### src/rtl/bgs_pkg.sv
package bgs_pkg;
  localparam int CW       = 16;
  localparam int MIN_HALF = 2;
  localparam int N_LEG    = 4;
  localparam int N_INV    = 8;
  localparam int N_RECT   = 4;
  localparam logic [3:0] CLAMP_PAT = 4'b1010;

  typedef logic [CW-1:0] cnt_t;

  function automatic cnt_t sat_half(input cnt_t per);
    cnt_t h;
    h = per >> 1;
    return (h < cnt_t'(MIN_HALF)) ? cnt_t'(MIN_HALF) : h;
  endfunction

  function automatic cnt_t sat_phase(input cnt_t ph, input cnt_t h);
    if (ph == '0) return cnt_t'(1);
    if (ph > h)   return h;
    return ph;
  endfunction

  function automatic cnt_t sat_dt(input cnt_t d, input cnt_t h);
    return (d >= h) ? (h - cnt_t'(1)) : d;
  endfunction

  function automatic cnt_t last_tick(input cnt_t h);
    return (h << 1) - cnt_t'(1);
  endfunction

  // position of tick t inside a leg whose period starts at offset off
  function automatic cnt_t leg_pos(input cnt_t t, input cnt_t off, input cnt_t h);
    return (t >= off) ? (t - off) : (t + (h << 1) - off);
  endfunction

  function automatic logic next_clamp(input logic lp_req, input logic lp_cont,
                                      input logic cur);
    if (!lp_req) return 1'b0;
    if (lp_cont) return ~cur;
    return 1'b0;
  endfunction
endpackage

### src/rtl/bgs_timebase.sv
module bgs_timebase
  import bgs_pkg::*;
(
  input  logic clk,
  input  logic rst_n,
  input  cnt_t period_in,
  input  cnt_t phase_in,
  input  cnt_t dti_in,
  input  cnt_t dtr_in,
  input  logic lp_in,
  output logic run,
  output cnt_t t_cnt,
  output cnt_t half_q,
  output cnt_t phase_q,
  output cnt_t dti_q,
  output cnt_t dtr_q,
  output logic lp_q,
  output logic clamp2_q,
  output logic period_end
);
  cnt_t half_n;
  logic load;

  assign half_n     = sat_half(period_in);
  assign period_end = run && (t_cnt == last_tick(half_q));
  assign load       = !run || period_end;

  always_ff @(posedge clk or negedge rst_n) begin
    if (!rst_n) begin
      run      <= 1'b0;
      t_cnt    <= '0;
      half_q   <= cnt_t'(MIN_HALF);
      phase_q  <= cnt_t'(1);
      dti_q    <= '0;
      dtr_q    <= '0;
      lp_q     <= 1'b0;
      clamp2_q <= 1'b0;
    end else if (load) begin
      run      <= 1'b1;
      t_cnt    <= '0;
      half_q   <= half_n;
      phase_q  <= sat_phase(phase_in, half_n);
      dti_q    <= sat_dt(dti_in, half_n);
      dtr_q    <= sat_dt(dtr_in, half_n);
      lp_q     <= lp_in;
      clamp2_q <= next_clamp(lp_in, run && lp_q, clamp2_q);
    end else begin
      t_cnt <= t_cnt + cnt_t'(1);
    end
  end
endmodule

### src/rtl/bgs_leg.sv
module bgs_leg
  import bgs_pkg::*;
(
  input  cnt_t t_cnt,
  input  cnt_t half,
  input  cnt_t off,
  input  cnt_t dt,
  output logic hi,
  output logic lo
);
  cnt_t u;
  assign u  = leg_pos(t_cnt, off, half);
  assign hi = (u >= dt) && (u < half);
  assign lo = (u >= half + dt);
endmodule

### src/rtl/bgs_gate_map.sv
module bgs_gate_map
  import bgs_pkg::*;
(
  input  logic              clk,
  input  logic              rst_n,
  input  logic              run,
  input  logic              lp,
  input  logic              clamp2,
  input  logic [N_LEG-1:0]  leg_hi,
  input  logic [N_LEG-1:0]  leg_lo,
  output logic [N_INV-1:0]  inv_gate,
  output logic [N_RECT-1:0] rect_gate,
  output logic              aux_gate
);
  logic [3:0] bridge;
  logic [3:0] rect_full;

  assign bridge    = {leg_lo[1], leg_hi[1], leg_lo[0], leg_hi[0]};
  assign rect_full = {leg_lo[3], leg_hi[3], leg_lo[2], leg_hi[2]};

  always_ff @(posedge clk or negedge rst_n) begin
    if (!rst_n) begin
      inv_gate  <= '0;
      rect_gate <= '0;
      aux_gate  <= 1'b0;
    end else if (!run) begin
      inv_gate  <= '0;
      rect_gate <= '0;
      aux_gate  <= 1'b0;
    end else if (lp) begin
      inv_gate  <= clamp2 ? {CLAMP_PAT, bridge} : {bridge, CLAMP_PAT};
      rect_gate <= {2'b00, rect_full[1:0]};
      aux_gate  <= 1'b1;
    end else begin
      inv_gate  <= {bridge, bridge};
      rect_gate <= rect_full;
      aux_gate  <= 1'b0;
    end
  end
endmodule

### src/rtl/bridge_gate_seq.sv
module bridge_gate_seq
  import bgs_pkg::*;
#(
  parameter int PER_W = 12,
  parameter int DT_W  = 8
) (
  input  logic             clk,
  input  logic             rst_n,
  input  logic [PER_W-1:0] period_cnt,
  input  logic [PER_W-1:0] phase_cnt,
  input  logic [DT_W-1:0]  dt_inv_cnt,
  input  logic [DT_W-1:0]  dt_rect_cnt,
  input  logic             low_power,
  output logic [7:0]       inv_gate,
  output logic [3:0]       rect_gate,
  output logic             aux_gate
);
  localparam int LEGS_PER_SIDE = N_LEG / 2;

  cnt_t run_t, half_q, phase_q, dti_q, dtr_q;
  logic run, lp_q, clamp2_q, period_end;
  cnt_t leg_off [N_LEG];
  logic [N_LEG-1:0] leg_hi, leg_lo;

  bgs_timebase u_tb (
    .clk       (clk),
    .rst_n     (rst_n),
    .period_in (cnt_t'(period_cnt)),
    .phase_in  (cnt_t'(phase_cnt)),
    .dti_in    (cnt_t'(dt_inv_cnt)),
    .dtr_in    (cnt_t'(dt_rect_cnt)),
    .lp_in     (low_power),
    .run       (run),
    .t_cnt     (run_t),
    .half_q    (half_q),
    .phase_q   (phase_q),
    .dti_q     (dti_q),
    .dtr_q     (dtr_q),
    .lp_q      (lp_q),
    .clamp2_q  (clamp2_q),
    .period_end(period_end)
  );

  always_comb begin
    leg_off[0] = '0;
    leg_off[1] = half_q;
    leg_off[2] = phase_q;
    leg_off[3] = phase_q + half_q;
  end

  for (genvar i = 0; i < N_LEG; i++) begin : g_leg
    localparam bit INV_SIDE = (i < LEGS_PER_SIDE);
    bgs_leg u_leg (
      .t_cnt(run_t),
      .half (half_q),
      .off  (leg_off[i]),
      .dt   (INV_SIDE ? dti_q : dtr_q),
      .hi   (leg_hi[i]),
      .lo   (leg_lo[i])
    );
  end

  bgs_gate_map u_map (
    .clk      (clk),
    .rst_n    (rst_n),
    .run      (run),
    .lp       (lp_q),
    .clamp2   (clamp2_q),
    .leg_hi   (leg_hi),
    .leg_lo   (leg_lo),
    .inv_gate (inv_gate),
    .rect_gate(rect_gate),
    .aux_gate (aux_gate)
  );
endmodule

### config.mk
export PLATFORM = sky130hd
export DESIGN_NAME = bridge_gate_seq
export DESIGN_NICKNAME = d
export VERILOG_FILES = /design/src/rtl/bgs_pkg.sv /design/src/rtl/bgs_timebase.sv /design/src/rtl/bgs_leg.sv /design/src/rtl/bgs_gate_map.sv /design/src/rtl/bridge_gate_seq.sv
export SDC_FILE = /design/constraint.sdc
export NUM_CORES = 1
export LEC_CHECK = 0
export ABC_AREA = 1
export BUFFER_PORTS_ARGS = -buffer_cell sky130_fd_sc_hd__buf_2
export CORE_MARGIN = 2
export CORE_UTILIZATION = 35
export CTS_BUF_LIST = sky130_fd_sc_hd__clkbuf_2 sky130_fd_sc_hd__clkbuf_4 sky130_fd_sc_hd__clkbuf_8
export DETAILED_ROUTE_END_ITERATION = 12
export GPL_TIMING_DRIVEN = 0
export PLACE_DENSITY = 0.53
export RECOVER_POWER = 100
export SLEW_MARGIN = 20
export SYNTH_ARGS = -nofsm -noshare
export SYNTH_HDL_FRONTEND = slang
export SYNTH_SLANG_ARGS = --single-unit
### constraint.sdc
create_clock -name clk -period 6.8 [get_ports clk]
set_clock_uncertainty 0.1 [all_clocks]
set_input_delay 0.68 -clock clk [delete_from_list [all_inputs] [get_ports clk]]
set_output_delay 0.68 -clock clk [all_outputs]
set_load 0.005 [all_outputs]
### Word-level counts from Yosys, hierarchy flattened

Index checks and enable logic that the tools add are counted.

| cells by class | value |
|---|---|
| $add $sub $neg | 13 |
| $mul | 0 |
| divide/modulo/power cells | 0 |
| order comparisons | 20 |
| equal/unequal tests | 1 |
| shift operators | 0 |
| multiplexer cells | 33 |
| bitwise gates (word level) | 1 |
| reductions and logical operators | 9 |

Operators with widths:

| cell | count |
|---|---|
| $ge A16 B16 Y1 | 11 |
| $mux W16 | 11 |
| $sub A16 B16 Y16 | 6 |
| $add A16 B16 Y16 | 4 |
| $lt A16 B16 Y1 | 4 |
| $ge A8 B16 Y1 | 2 |
| $sub A16 B1 Y16 const B | 2 |
| $mux W8 | 3 |
| $add A16 B1 Y16 const B | 1 |
| $eq A16 B16 Y1 | 1 |
| $ge A16 B1 Y1 const B | 1 |
| $gt A12 B16 Y1 | 1 |
| $logic_not A16 Y1 | 1 |
| $mux W1 | 16 |
| $lt A11 B2 Y1 const B | 1 |
| $mux W11 | 1 |
| $mux W4 | 2 |
| $logic_and A1 B1 Y1 | 6 |
| $logic_not A1 Y1 | 1 |
| $logic_or A1 B1 Y1 | 1 |
| $not A1 Y1 | 1 |

| storage, ports and cells | value |
|---|---|
| flip-flop bits (word level) | 96 |
| latch bits | 0 |
| bits in writable memories | 0 |
| ROM bits | 0 |
| input port bits | 43 |
| output and inout bits | 13 |
| word-level logic and storage cells | 88 |
| memories kept | 0 |

### Depth between registers and ports, before layout

| depth | value |
|---|---|
| depth in word-level cells | 9 |
| gate-level depth with buffers | 39 |
| gate-level depth less buffers | 38 |

### Cells and area by module

From an unflattened synthesis, not the netlist that was laid out.

| second synthesis, totals | value |
|---|---|
| cells, all modules | 4286 |
| area, all modules | 25712.2 um^2 |

Modules (own cells, without submodules):

| module | instances | cells an instance | area each (um^2) | sequential area each (um^2) |
|---|---|---|---|---|
| bgs_leg at g_leg[2].u_leg ... | 2 | 789 | 4535.6 | 0.0 |
| bgs_timebase | 1 | 932 | 6272.3 | 2054.5 |
| bgs_leg at g_leg[0].u_leg | 1 | 790 | 4549.4 | 0.0 |
| bgs_leg at g_leg[1].u_leg | 1 | 772 | 4471.8 | 0.0 |
| bridge_gate_seq | 1 | 176 | 913.4 | 0.0 |
| bgs_gate_map | 1 | 38 | 434.2 | 325.3 |

### Worst setup path after synthesis

Ideal clock, no wire load.

| timing path | value |
|---|---|
| path type | reg-to-reg |
| start point | register u_tb.half_q[1] |
| end point | register u_map.rect_gate[3] |
| library setup time | 0.113 ns |
| data arrival time | 4.541 ns |
| required time | 6.587 ns |
| setup slack | 2.046 ns |
| stages on the path, launching flop included | 32 |
| buffers on the path | 1 |
| clock period less this slack | 4.754 ns |
| cell sequence | dfstp_2 -> inv_1 -> fa_1 -> inv_1 -> fa_1 -> o31ai_2 -> a21oi_1 -> nor2_1 -> nand2_2 -> nand2_2 -> nand3_4 -> nand2_4 -> inv_4 -> buf_8 -> o21ai_0 -> ha_1 -> o21ai_0 -> a21oi_1 -> o21ai_0 -> nand2_1 -> nand2_1 -> nand2_1 -> nand2_1 -> nand2_1 -> nand2_1 -> nand2_1 -> nand2_1 -> nand2_1 -> a21oi_1 -> o21ai_0 -> nand2_1 -> inv_1 |

| on the way | value |
|---|---|
| longest elaborated chain between the ends | 6 |
| elaborated cells between the ends (all ways) | 10 |
| classes of those cells | 5 x add/sub; 2 x order compare; 3 x mux |

Ends and longest elaborated chain:

| what | RTL line | text |
|---|---|---|
| from (decl) | bgs_timebase.sv:13 | `output cnt_t half_q,` |
| from (signal assigned) | bgs_timebase.sv:32 | `half_q <= cnt_t'(MIN_HALF);` |
| from (signal assigned) | bgs_timebase.sv:41 | `half_q <= half_n;` |
| $add A16 B16 Y16 (on tied branches) | bridge_gate_seq.sv:48, bgs_pkg.sv:33 |  |
| $sub A16 B16 Y16 / $ge A16 B16 Y1 (equally long branches) | bgs_pkg.sv:33 | `return (t >= off) ? (t - off) : (t + (h << 1) - off);` |
| $mux W16 | bgs_pkg.sv:33 |  |
| $ge A16 B16 Y1 (*) | bgs_leg.sv:14 | `assign lo = (u >= half + dt);` |
| $mux W4 (*) | bgs_gate_map.sv:30 | `end else if (lp) begin` |
| $mux W4 (*) | bgs_gate_map.sv:26 | `end else if (!run) begin` |
| to (signal assigned) | bgs_gate_map.sv:32 | `rect_gate <= {2'b00, rect_full[1:0]};` |
| to (signal assigned) | bgs_gate_map.sv:36 | `rect_gate <= rect_full;` |
| to (decl) | bgs_gate_map.sv:12 | `output logic [N_RECT-1:0] rect_gate,` |

Mark *: on every way between the ends. The rest lies on a longest branch, timed or not.
A chain may end at the register's enable or synchronous reset.

### Worst setup path after layout

| timing path | value |
|---|---|
| start point | register u_tb.half_q[1] |
| end point | register u_map.rect_gate[0] |

| on the way | value |
|---|---|
| longest elaborated chain between the ends | 7 |
| elaborated cells between the ends (all ways) | 8 |
| classes of those cells | 2 x add/sub; 2 x order compare; 3 x mux; 1 x reduce/logical |

Ends and longest elaborated chain:

| what | RTL line | text |
|---|---|---|
| $add A16 B16 Y16 | bgs_pkg.sv:33 |  |
| $sub A16 B16 Y16 | bgs_pkg.sv:33 |  |
| $mux W16 | bgs_pkg.sv:33 |  |
| $ge A16 B16 Y1 / $lt A16 B16 Y1 (equally long branches) | bgs_leg.sv:13 | `assign hi = (u >= dt) && (u < half);` |
| $logic_and A1 B1 Y1 (*) | bgs_leg.sv:13 |  |
| $mux W4 (*) | bgs_gate_map.sv:30 |  |
| $mux W4 (*) | bgs_gate_map.sv:26 |  |

Marked as above.

==> out/summary.md <==
## CTS
- **TritonCTS clock tree** done
- **Clock Latency Late Sink** 440 ps
- **deepest level of the CTS H-tree** 3
- **clock buffer depth** 2
- **number of sinks handled by clock tree synthesis** 87
- **CTS buffer count** 9
- **clock transition at the registers of the reported paths** 120 ps
- **root buffer cell** sky130_fd_sc_hd__clkbuf_8

## Yosys
- **average size of a mapped cell** 6.977 um^2
- **number of storage elements in the synthesis netlist** 87
- **part of the Yosys area used for sequential elements** 15.03%
- **Async SR Flop Fraction** 100.0%
- **number of enable flip-flop cells after synthesis** 0
- **leading register cell type out of synthesis** sky130_fd_sc_hd__dfrtp_1
- **Yosys warnings** 0
- **library cells used by synthesis** 61
- **post-synth design cell area** 14510 um^2
- **Synth Instances** 2079
- **synthesized netlist net count** 2431

## Die
- **Die Footprint** 43090 um^2
- **number of top-level pins** 56
- **height of the chip** 207.6 um
- **core area** 40830 um^2
- **num rows** 74
- **overall die width** 207.6 um
- **initial core utilization** 35.52%

## Timing
- **Fin Setup TNS** 0 ps
- **worst slew slack as a fraction of its limit** -159.3%
- **transition time of the tightest slew-check pin** 3889 ps
- **final hold slack** 390.9 ps
- **RSZ-0062 raised after global routing** no
- **Final Max Slew Viols** 66
- **total setup violations reported at the end of the flow** 0
- **fin crit share** 92.45%
- **min cycle time layout** 6286 ps
- **highest achievable clock rate** 0.1591 GHz
- **hold violation total from the final report** 0

## Global route
- **maximum number of pins on one net before global-route repair** 66
- **via count of the first global-routing pass** 13562
- **number of antenna violations at the first check in global routing** 0
- **remaining global-route overflow** 0
- **wire length of the first global-routing pass** 77620 um
- **total routing usage reported by global routing** 23.21%

## Critical path
- **CP most frequent cell** sky130_fd_sc_hd__nand2_1
- **slowest cell on the critical path** sky130_fd_sc_hd__dfstp_2
- **cell type group with the largest total delay on the critical path** simple AND/OR/NAND/NOR gates
- **number of buffers and inverters on the critical path** 5
- **CP arrival** 6530 ps
- **kind of end point of the critical path** register
- **critical path's largest stage delay** 800 ps
- **Setup CP Type** reg2reg
- **startpoint type of the worst setup path** register
- **Critical Path Fanout Max** 10
- **required time of the critical path** 7040 ps

## Placed design
- **weighted congestion at the end of routability-driven global placement** 0.8900
- **placed instance area** 15470 um^2
- **PortBufs** 54
- **half-perimeter wire length of the detailed placement result** 42080 um
- **post-placement cell count** 2666

## Routing
- **Final ANT Viol Nets** 0
- **per-cell via count in the routed design** 5.252
- **routed length per placed instance** 18.67 um
- **number of remaining DRC errors** 0
- **vias after detailed routing** 14106
- **number of DRC markers after the initial detailed-route iteration** 885
- **detailed-route wire length** 50150 um
- **number of optimization iterations in the first detailed-route pass** 8

## Outcome
- **violated checks** max-capacitance violations, max-slew violations
- **outcome** finished, violations left

## Final layout
- **synthesis-to-layout area growth** 7.531%
- **commonest cells after routing, fill and taps aside** sky130_fd_sc_hd__nand2_1, sky130_fd_sc_hd__ha_1, sky130_fd_sc_hd__inv_1, sky130_fd_sc_hd__a21oi_1, sky130_fd_sc_hd__nor2_1
- **most common cell after layout, fill and taps aside** sky130_fd_sc_hd__nand2_1
- **non-filler instance count after layout** 2686
- **final net count** 2501
- **Diodes inserted** 0
- **post-route cell area** 15600 um^2
- **fraction of final layout cells with drive strength greater than 1** 6.964%

## Power
- **PwrDens** 227.8 nW/um^2
- **worst voltage drop across the vdd grid** 0.08688 mV
- **Overall Power** 3553 uW
- **standby leakage power** 0.008132 uW

## Hold path
- **worst hold path class** reg2reg

## Run
- **number of max-capacitance violations reported** 1

-- worst reg2reg max path: cells and delay by family (launching register included) --
| kind | cells | cell delay [ps] |
|---|---|---|
| AO/OA/AOI/OAI | 4 | 980 |
| flip-flops | 1 | 800 |
| adder cells (fa/ha/maj) | 3 | 1100 |
| XOR/XNOR | 1 | 430 |
| buffers and inverters | 5 | 730 |
| AND/OR/NAND/NOR | 18 | 2050 |
-- final cells by class --
cell class | instances | area [um^2]
fill | 4421 | 25230
multi-input combinational | 1680 | 11040
sequential | 87 | 2180
inverter | 286 | 1080
tap | 532 | 665.6
timing repair buffer | 59 | 295.3
buffer | 26 | 140.1
clock buffer | 9 | 123.9
clock inverter | 7 | 73.82
-- registers in the layout, indices dropped and copies added (netlist names) --
| register | flops |
|---|---|
| u_tb.lp_q | 1 |
| u_tb.t_cnt | 16 |
| u_tb.clamp2_q | 1 |
| u_tb.half_q | 11 |
| u_tb.phase_q | 12 |
| u_map.aux_gate | 1 |
| u_tb.run | 1 |
| u_map.inv_gate | 8 |
| u_tb.dtr_q | 16 |
| u_tb.dti_q | 16 |
| u_map.rect_gate | 4 |
-- where the power goes --
| part | internal (uW) | switching (uW) | total (uW) |
|---|---|---|---|
| Combinational | 939 | 1590 | 2530 |
| Clock | 144 | 267 | 411 |
| Sequential | 552 | 56.9 | 609 |
| Total | 1640 | 1920 | 3550 |
-- per-layer routing --
layer,vias to the layer above,global-route usage (%),part of all wire (%)
li1,7167,-,-
met1,6469,31.44,47
met2,400,36.92,44
met3,70,3.828,6.1
met4,0,8.867,3.4
met5,-,0,0
-- metrics by stage --
step                      util, %  worst slack (ps)
after floorplan                 -              2046
after global placement      37.82             617.5
after detailed placement    37.90             639.9
after CTS                   38.41             591.6
after global routing        38.20             80.02
final                       38.20             513.5
-- cells by family (layout without fill, tap and decap cells) --
kind of cell	count (synthesis)	count (layout)	share of synthesized area, %
muxes	9	9	0.6211
AOI/OAI and AO/OA	434	434	16.84
xor gates and xnor gates	123	123	7.479
buffers and inverters	312	387	8.540
DFF	87	87	15.03
adders and majority gates	309	309	27.17
and+or+nand+nor	804	804	24.30
other	1	1	0.02585
-- worst paths after layout --
path / startpoint / endpoint / slack [ps] / depth (start not counted)
setup / recovery: u_tb.half_q[1] / u_map.rect_gate[0] / 510 / 31
hold / removal: u_tb.phase_q[0] / u_tb.phase_q[0] / 390 / 2
setup reg to reg: u_tb.half_q[1] / u_map.rect_gate[0] / 510 / 31
hold reg to reg: u_tb.phase_q[0] / u_tb.phase_q[0] / 390 / 2
max in group asynchronous: rst_n / u_tb.dtr_q[6] / 1250 / 3
min in group asynchronous: rst_n / u_tb.t_cnt[11] / 990 / 2
-- synthesized netlist by cell type, types with 3 or more instances --
cell type | count | share of area (%)
sky130_fd_sc_hd__a21oi_1 | 211 | 7.3
sky130_fd_sc_hd__xnor2_1 | 31 | 1.9
sky130_fd_sc_hd__a21oi_2 | 5 | 0.30
sky130_fd_sc_hd__dfrtp_1 | 85 | 15
sky130_fd_sc_hd__inv_1 | 276 | 7.1
sky130_fd_sc_hd__o2111ai_1 | 4 | 0.24
sky130_fd_sc_hd__a31oi_1 | 14 | 0.60
sky130_fd_sc_hd__or2_0 | 3 | 0.13
sky130_fd_sc_hd__o31ai_1 | 8 | 0.41
sky130_fd_sc_hd__o21ai_1 | 4 | 0.14
sky130_fd_sc_hd__nand3_1 | 83 | 2.9
sky130_fd_sc_hd__nor3_1 | 41 | 1.4
sky130_fd_sc_hd__mux2i_1 | 9 | 0.62
sky130_fd_sc_hd__nand3_2 | 5 | 0.35
sky130_fd_sc_hd__nand2_1 | 436 | 11
sky130_fd_sc_hd__a21o_1 | 4 | 0.21
sky130_fd_sc_hd__o21ai_0 | 121 | 4.2
sky130_fd_sc_hd__o21ai_2 | 5 | 0.30
sky130_fd_sc_hd__clkbuf_1 | 10 | 0.26
sky130_fd_sc_hd__xor2_1 | 91 | 5.5
sky130_fd_sc_hd__nor2_4 | 5 | 0.39
sky130_fd_sc_hd__ha_1 | 299 | 26
sky130_fd_sc_hd__buf_4 | 3 | 0.16
sky130_fd_sc_hd__o221ai_1 | 3 | 0.18
sky130_fd_sc_hd__o211ai_1 | 22 | 1.1
sky130_fd_sc_hd__nor4_1 | 7 | 0.30
sky130_fd_sc_hd__nand3b_1 | 3 | 0.16
sky130_fd_sc_hd__buf_2 | 9 | 0.31
sky130_fd_sc_hd__inv_2 | 9 | 0.23
sky130_fd_sc_hd__nor2_1 | 144 | 3.7
sky130_fd_sc_hd__nand4_1 | 27 | 1.2
sky130_fd_sc_hd__nand2_2 | 27 | 1.2
sky130_fd_sc_hd__a211oi_1 | 9 | 0.47
sky130_fd_sc_hd__or2_2 | 5 | 0.22
sky130_fd_sc_hd__nand2_4 | 3 | 0.23
sky130_fd_sc_hd__nor2_2 | 7 | 0.30
sky130_fd_sc_hd__o21bai_1 | 6 | 0.31
sky130_fd_sc_hd__fa_1 | 10 | 1.4
sky130_fd_sc_hd__a21boi_0 | 4 | 0.21
sky130_fd_sc_hd__o21a_1 | 5 | 0.26
-- repair_timing --
item | CTS | global route
endpoints found under the hold margin | 22 | 0
hold buffers | 1 | 0
setup buffers | 0 | 3
gates resized for setup | 0 | 1
setup endpoints to repair | 0 | 1
Note: power is estimated with default switching activity, not from simulation.
